## src/rtl/irqpin_pkg.sv

```systemverilog
package irqpin_pkg;
  // Pin positions inside the sampled pin vector
  localparam int NUM_PINS   = 7;
  localparam int PIN_EXT    = 0;
  localparam int PIN_SMI    = 1;
  localparam int PIN_MCHK   = 2;
  localparam int PIN_CSTOP  = 3;
  localparam int PIN_HRST   = 4;
  localparam int PIN_SRST   = 5;
  localparam int PIN_TBEN   = 6;

  // Pending vector layout
  localparam int PEND_W     = 4;
  localparam int ACK_W      = $clog2(PEND_W);
  localparam int BIT_EXT    = 0;
  localparam int BIT_SMI    = 1;
  localparam int BIT_MCHK   = 2;
  localparam int BIT_SRST   = 3;

  // Bits that hold until acknowledged; the rest follow their pin
  localparam logic [PEND_W-1:0] STICKY_MASK = 4'b0100;
endpackage

```

## src/rtl/pin_edge_track.sv

```systemverilog
module pin_edge_track #(
  parameter int W = 7
) (
  input  logic         clk,
  input  logic         rst,
  input  logic [W-1:0] pins_i,
  output logic [W-1:0] rise_o,
  output logic [W-1:0] fall_o
);
  logic [W-1:0] last_q;

  always_ff @(posedge clk) begin
    if (rst) last_q <= '0;
    else     last_q <= pins_i;
  end

  always_comb begin
    rise_o = pins_i & ~last_q;
    fall_o = ~pins_i & last_q;
  end
endmodule

```

## src/rtl/pend_bank.sv

```systemverilog
module pend_bank #(
  parameter int              W      = 4,
  parameter int              AW     = 2,
  parameter logic [W-1:0]    STICKY = '0
) (
  input  logic          clk,
  input  logic          rst,
  input  logic [W-1:0]  set_i,
  input  logic [W-1:0]  clr_i,
  input  logic          ack_valid_i,
  input  logic [AW-1:0] ack_idx_i,
  output logic [W-1:0]  pend_q,
  output logic          any_q
);
  logic [W-1:0] pend_nxt;

  for (genvar i = 0; i < W; i++) begin : g_bit
    if (STICKY[i]) begin : g_sticky
      logic ack_hit;
      assign ack_hit = ack_valid_i && (ack_idx_i == AW'(i));
      always_comb begin
        if (set_i[i])     pend_nxt[i] = 1'b1;
        else if (ack_hit) pend_nxt[i] = 1'b0;
        else              pend_nxt[i] = pend_q[i];
      end
    end else begin : g_level
      always_comb begin
        if (set_i[i])      pend_nxt[i] = 1'b1;
        else if (clr_i[i]) pend_nxt[i] = 1'b0;
        else               pend_nxt[i] = pend_q[i];
      end
    end
  end

  always_ff @(posedge clk) begin
    if (rst) begin
      pend_q <= '0;
      any_q  <= 1'b0;
    end else begin
      pend_q <= pend_nxt;
      any_q  <= |pend_nxt;
    end
  end
endmodule

```

## src/rtl/core_ctl.sv

```systemverilog
module core_ctl (
  input  logic clk,
  input  logic rst,
  input  logic cstop_fall_i,
  input  logic hrst_fall_i,
  input  logic tb_rise_i,
  input  logic tb_fall_i,
  output logic stop_q,
  output logic rreq_q,
  output logic tb_q
);
  always_ff @(posedge clk) begin
    if (rst) begin
      stop_q <= 1'b0;
      rreq_q <= 1'b0;
      tb_q   <= 1'b0;
    end else begin
      // hard reset is the only way out of a stop, and wins a tie
      if (hrst_fall_i)       stop_q <= 1'b0;
      else if (cstop_fall_i) stop_q <= 1'b1;
      rreq_q <= hrst_fall_i;
      if (tb_rise_i)      tb_q <= 1'b1;
      else if (tb_fall_i) tb_q <= 1'b0;
    end
  end
endmodule

```

## src/rtl/irqpin_ctrl.sv

```systemverilog
module irqpin_ctrl
  import irqpin_pkg::*;
(
  input  logic              clk,
  input  logic              rst,
  input  logic              ext_irq_i,
  input  logic              smi_i,
  input  logic              mchk_i,
  input  logic              chkstop_n_i,
  input  logic              hreset_n_i,
  input  logic              sreset_i,
  input  logic              tben_i,
  input  logic              ack_valid_i,
  input  logic [ACK_W-1:0]  ack_idx_i,
  output logic [PEND_W-1:0] pend_o,
  output logic              core_irq_o,
  output logic              core_stop_o,
  output logic              core_rst_req_o,
  output logic              tb_run_o
);
  logic [NUM_PINS-1:0] pins;
  logic [NUM_PINS-1:0] rise;
  logic [NUM_PINS-1:0] fall;
  logic [PEND_W-1:0]   pset;
  logic [PEND_W-1:0]   pclr;

  always_comb begin
    pins            = '0;
    pins[PIN_EXT]   = ext_irq_i;
    pins[PIN_SMI]   = smi_i;
    pins[PIN_MCHK]  = mchk_i;
    pins[PIN_CSTOP] = chkstop_n_i;
    pins[PIN_HRST]  = hreset_n_i;
    pins[PIN_SRST]  = sreset_i;
    pins[PIN_TBEN]  = tben_i;
  end

  pin_edge_track #(.W(NUM_PINS)) u_track (
    .clk    (clk),
    .rst    (rst),
    .pins_i (pins),
    .rise_o (rise),
    .fall_o (fall)
  );

  always_comb begin
    pset           = '0;
    pclr           = '0;
    pset[BIT_EXT]  = rise[PIN_EXT];
    pclr[BIT_EXT]  = fall[PIN_EXT];
    pset[BIT_SMI]  = rise[PIN_SMI];
    pclr[BIT_SMI]  = fall[PIN_SMI];
    pset[BIT_MCHK] = fall[PIN_MCHK];
    pset[BIT_SRST] = rise[PIN_SRST];
    pclr[BIT_SRST] = fall[PIN_SRST];
  end

  pend_bank #(.W(PEND_W), .AW(ACK_W), .STICKY(STICKY_MASK)) u_pend (
    .clk         (clk),
    .rst         (rst),
    .set_i       (pset),
    .clr_i       (pclr),
    .ack_valid_i (ack_valid_i),
    .ack_idx_i   (ack_idx_i),
    .pend_q      (pend_o),
    .any_q       (core_irq_o)
  );

  core_ctl u_ctl (
    .clk          (clk),
    .rst          (rst),
    .cstop_fall_i (fall[PIN_CSTOP]),
    .hrst_fall_i  (fall[PIN_HRST]),
    .tb_rise_i    (rise[PIN_TBEN]),
    .tb_fall_i    (fall[PIN_TBEN]),
    .stop_q       (core_stop_o),
    .rreq_q       (core_rst_req_o),
    .tb_q         (tb_run_o)
  );
endmodule

```

## config.mk

```make
export PLATFORM = sky130hd
export DESIGN_NAME = irqpin_ctrl
export DESIGN_NICKNAME = d
export VERILOG_FILES = /design/src/rtl/irqpin_pkg.sv /design/src/rtl/pin_edge_track.sv /design/src/rtl/pend_bank.sv /design/src/rtl/core_ctl.sv /design/src/rtl/irqpin_ctrl.sv
export SDC_FILE = /design/constraint.sdc
export NUM_CORES = 1
export LEC_CHECK = 0
export BUFFER_PORTS_ARGS = -buffer_cell sky130_fd_sc_hd__buf_2
export CELL_PAD_IN_SITES_DETAIL_PLACEMENT = 1
export CELL_PAD_IN_SITES_GLOBAL_PLACEMENT = 1
export CORE_UTILIZATION = 29
export DETAILED_ROUTE_END_ITERATION = 12
export GPL_TIMING_DRIVEN = 0
export PLACE_DENSITY = 0.76
export SLEW_MARGIN = 10
export SYNTH_ARGS = -nofsm -noshare
export SYNTH_HDL_FRONTEND = slang
export SYNTH_SLANG_ARGS = --single-unit
```

## constraint.sdc

```tcl
create_clock -name clk -period 0.9 [get_ports clk]
set_clock_uncertainty 0.05 [all_clocks]
set_input_delay 0.18 -clock clk [delete_from_list [all_inputs] [get_ports clk]]
set_output_delay 0.18 -clock clk [all_outputs]
set_load 0.005 [all_outputs]
```

==> PnR_summary.wiki <==
{| class="wikitable"
! Metric !! Value
|-
| Run status || finished with violations
|-
| Violated checks || setup timing
|-
| Reg2Reg Capture Point || u_ctl.tb_q
|-
| Worst Path Max Fanout || 1
|-
| IR Drop Worst-Case VDD || 1.02 mV
|-
| Count of unresolved DRC violations after routing || 0
|-
| Reg-to-reg setup timing slack || -80 ps
|-
| Share of post-route cells with drive strength above 1 || 54.8%
|-
| Remaining Overflow, GRT || 0
|-
| Most common library cells after synthesis || 15 x dfxtp_1, 8 x nor2b_1, 5 x nor2_1
|-
| Relative max-transition margin || 87.5%
|-
| Register bit count reported by yosys || 15
|-
| Avg WL per Cell || 13.4 um
|-
| Final Max Tran Viols || 0
|-
| Number of maximum-capacitance violations || 0
|-
| Number of cells on the worst reg-to-reg path || 4
|-
| Synth cell types || 17
|-
| Min setup slack post-route || -83.6 ps
|-
| Area of all placed cells without fillers || 738 um2
|-
| Clock sink total || 15
|-
| Final critical path time including I/O delays and setup || 984 ps
|-
| Start point of the critical path || u_track.last_q[6]
|-
| Drt via density || 4.83
|-
| Cell row count || 14
|-
| Leading cell type by number of instances after synthesis || dfxtp_1
|-
| Routed wire length || 1.20 mm
|-
| DIE HEIGHT || 44.0 um
|-
| Worst flop-to-flop path startpoint || u_track.last_q[6]
|-
| Summed instance area of the synthesized netlist || 510 um2
|-
| Placed cell count || 82
|-
| Startpoint type of the worst setup path || flip-flop
|-
| Required time at the endpoint of the critical path || 1020 ps
|-
| Unrepaired setup endpoints after global routing || yes
|-
| Detailed-router iteration count before antenna repair || 6
|-
| Share of Yosys cell area claimed by the top area cell type || 58.8%
|-
| Vias in the first global route || 405
|-
| Placer congestion estimate || 0.690
|-
| Avg Cell Area, Syn || 10.9 um2
|-
| Clock latency of the later-clocked register in the worst-skew pair || 280 ps
|-
| YS warnings || 0
|-
| Antenna violations before repair || 0
|-
| Leading post-synthesis cells by cell area || dfxtp_1 59%, nor2b_1 9.8%, o21ba_1 3.9%, nor2_1 3.7%, a21oi_2 3.4%
|-
| H-Tree Level Count || 1
|-
| Overall die width || 44.0 um
|-
| First-pass GRT wire length || 1.71 mm
|-
| Half-perimeter wire length after placement || 817 um
|-
| Number of DRC markers after the initial detailed-route iteration || 4
|-
| Maximum root-to-sink buffer count || 2
|-
| Number of flops mapped to enable cells by yosys || 0
|-
| Main flop type after synthesis || dfxtp_1
|-
| Synth area leader || dfxtp_1
|-
| Floorplan die area || 1930 um2
|-
| Initial core utilization || 32.4%
|-
| Clk pin slew, worst setup/hold paths || 80 ps
|-
| Tot GR Track Use || 12.7%
|-
| Endpoint kind of the worst setup timing path || flip-flop
|-
| Critical path cell sequence || inv_2 -> ha_4 -> mux2i_1 -> nor2_1
|-
| Nets || 87
|-
| P per Cell Area || 1760 nW/um2
|-
| Antenna Violating Nets Remaining || 0
|-
| Worst path slowest cell || dfxtp_2
|-
| Final hold violation count || 0
|-
| Max Clk Rate || 1.02 GHz
|-
| Total clock buffers created by CTS || 3
|-
| Post-Syn Nets || 60
|-
| Total power || 1.30 mW
|-
| P&R area growth vs syn || 44.6%
|-
| Finish-stage setup viols || 10
|-
| Count of hold-fix buffers inserted at cts || 0
|-
| Clock root buffer || clkbuf_4
|-
| Sequential area share after synthesis || 58.8%
|-
| Share of synthesized registers carrying an async set or reset || 0%
|-
| Arrival time of the worst setup path || 1100 ps
|-
| Slew at the pin closest to its max-slew limit || 187 ps
|-
| Post-place instance area || 628 um2
|-
| Synthesized netlist cell count || 47
|-
| Highest cell delay on the worst timing path || 330 ps
|-
| Ports placed on the boundary || 20
|-
| CP endpoint || u_ctl.tb_q
|-
| Count of inserted antenna diode cells || 0
|-
| Final Cycle Share || 109%
|-
| Largest net degree at the start of global routing || 11
|-
| Routed via count || 430
|-
| Worst slack at placement || -122 ps
|-
| Static Leak || 0.342 nW
|-
| Crit Path Class || flip-flop to flip-flop
|-
| Total core area || 1580 um2
|-
| HP Class || input port to flip-flop
|-
| PortBufs || 19
|-
| CTS tree || built
|-
| Final std cells w/o fill || 89
|}
==> kinds of logic after synthesis <==
| family | share of synthesized area [%] |
|---|---|
| AND/OR/NAND/NOR | 18.1 |
| flip-flops | 58.8 |
| AO/OA/AOI/OAI | 15.4 |
| buffers and inverters | 3.19 |
| multiplexers | 1.96 |
| adder cells (fa/ha/maj) | 2.45 |
==> power breakdown <==
part           switching (mW)  total (mW)  internal (mW)
Clock                   0.197       0.369          0.172
Sequential             0.0206       0.728          0.708
Combinational          0.0880       0.200          0.112
Total                   0.305        1.30          0.992
==> routing by layer <==
layer / share of wire, % / wire, um / global-route usage (%)
met5: 0 / 0 / 0
met4: 0.84 / 10 / 5.45
met3: 7.4 / 89 / 7.08
met2: 54 / 643 / 21.5
met1: 38 / 453 / 12.8
==> what timing repair did <==
action / in CTS / in global routing
setup buffers: 3 / 0
resized for setup: 9 / 4
pin swaps: 2 / 1
setup endpoints to repair: 11 / 11
==> state kept, by name (all words and copies together) (netlist names) <==
| signal | count |
|---|---|
| u_ctl.stop_q | 1 |
| u_ctl.tb_q | 1 |
| u_pend.any_q | 1 |
| u_pend.pend_q | 4 |
| u_track.last_q | 7 |
| u_ctl.rreq_q | 1 |
==> how the worst min path moves through the flow <==
stage | from | to | slack [ps] | depth (start not counted)
floorplan | rst | u_ctl.rreq_q | 200 | 1
global route | mchk_i | u_track.last_q[2] | 70 | 2
finish | mchk_i | u_track.last_q[2] | 80 | 2
global placement | mchk_i | u_track.last_q[2] | 350 | 2
CTS | mchk_i | u_track.last_q[2] | 80 | 2
detailed placement | mchk_i | u_track.last_q[2] | 370 | 2
==> worst max-delay path: cells and delay by family (launching register included) <==
family | cells | cell delay (ps)
fa+ha+maj | 1 | 250
flops | 1 | 330
simple gates | 1 | 50
buf+inv | 1 | 40
mux | 1 | 170
==> layout by cell type, fill, tap and decap left out, types with 2 or more instances in the layout <==
master,Yosys,layout
a21oi_4,0,2
buf_2,1,18
buf_4,0,3
buf_6,0,2
clkbuf_4,0,3
dfxtp_1,15,9
dfxtp_2,0,6
inv_1,3,2
nor2_1,5,5
nor2b_1,8,8
o21ba_4,0,2
==> per-stage QoR <==
step / hold WS, ps / utilization [%] / TNS, ps
3_5_place_dp: 371 / 39.8 / -250
6_report: 76.6 / 46.8 / -566
2_1_floorplan: 202 / - / -67.0
3_3_place_gp: 354 / 39.8 / -148
5_1_grt: 71.7 / 46.8 / -922
4_1_cts: 75.2 / 45.2 / -657
==> layout make-up <==
class	count	area (um2)
fill	190	838
sequential	15	308
multi-input combinational	28	238
timing repair buffer	22	130
clock buffer	4	26.3
tap	16	20.0
inverter	3	11.3
buffer	1	5.00
Note: power is estimated with default switching activity, not from simulation.
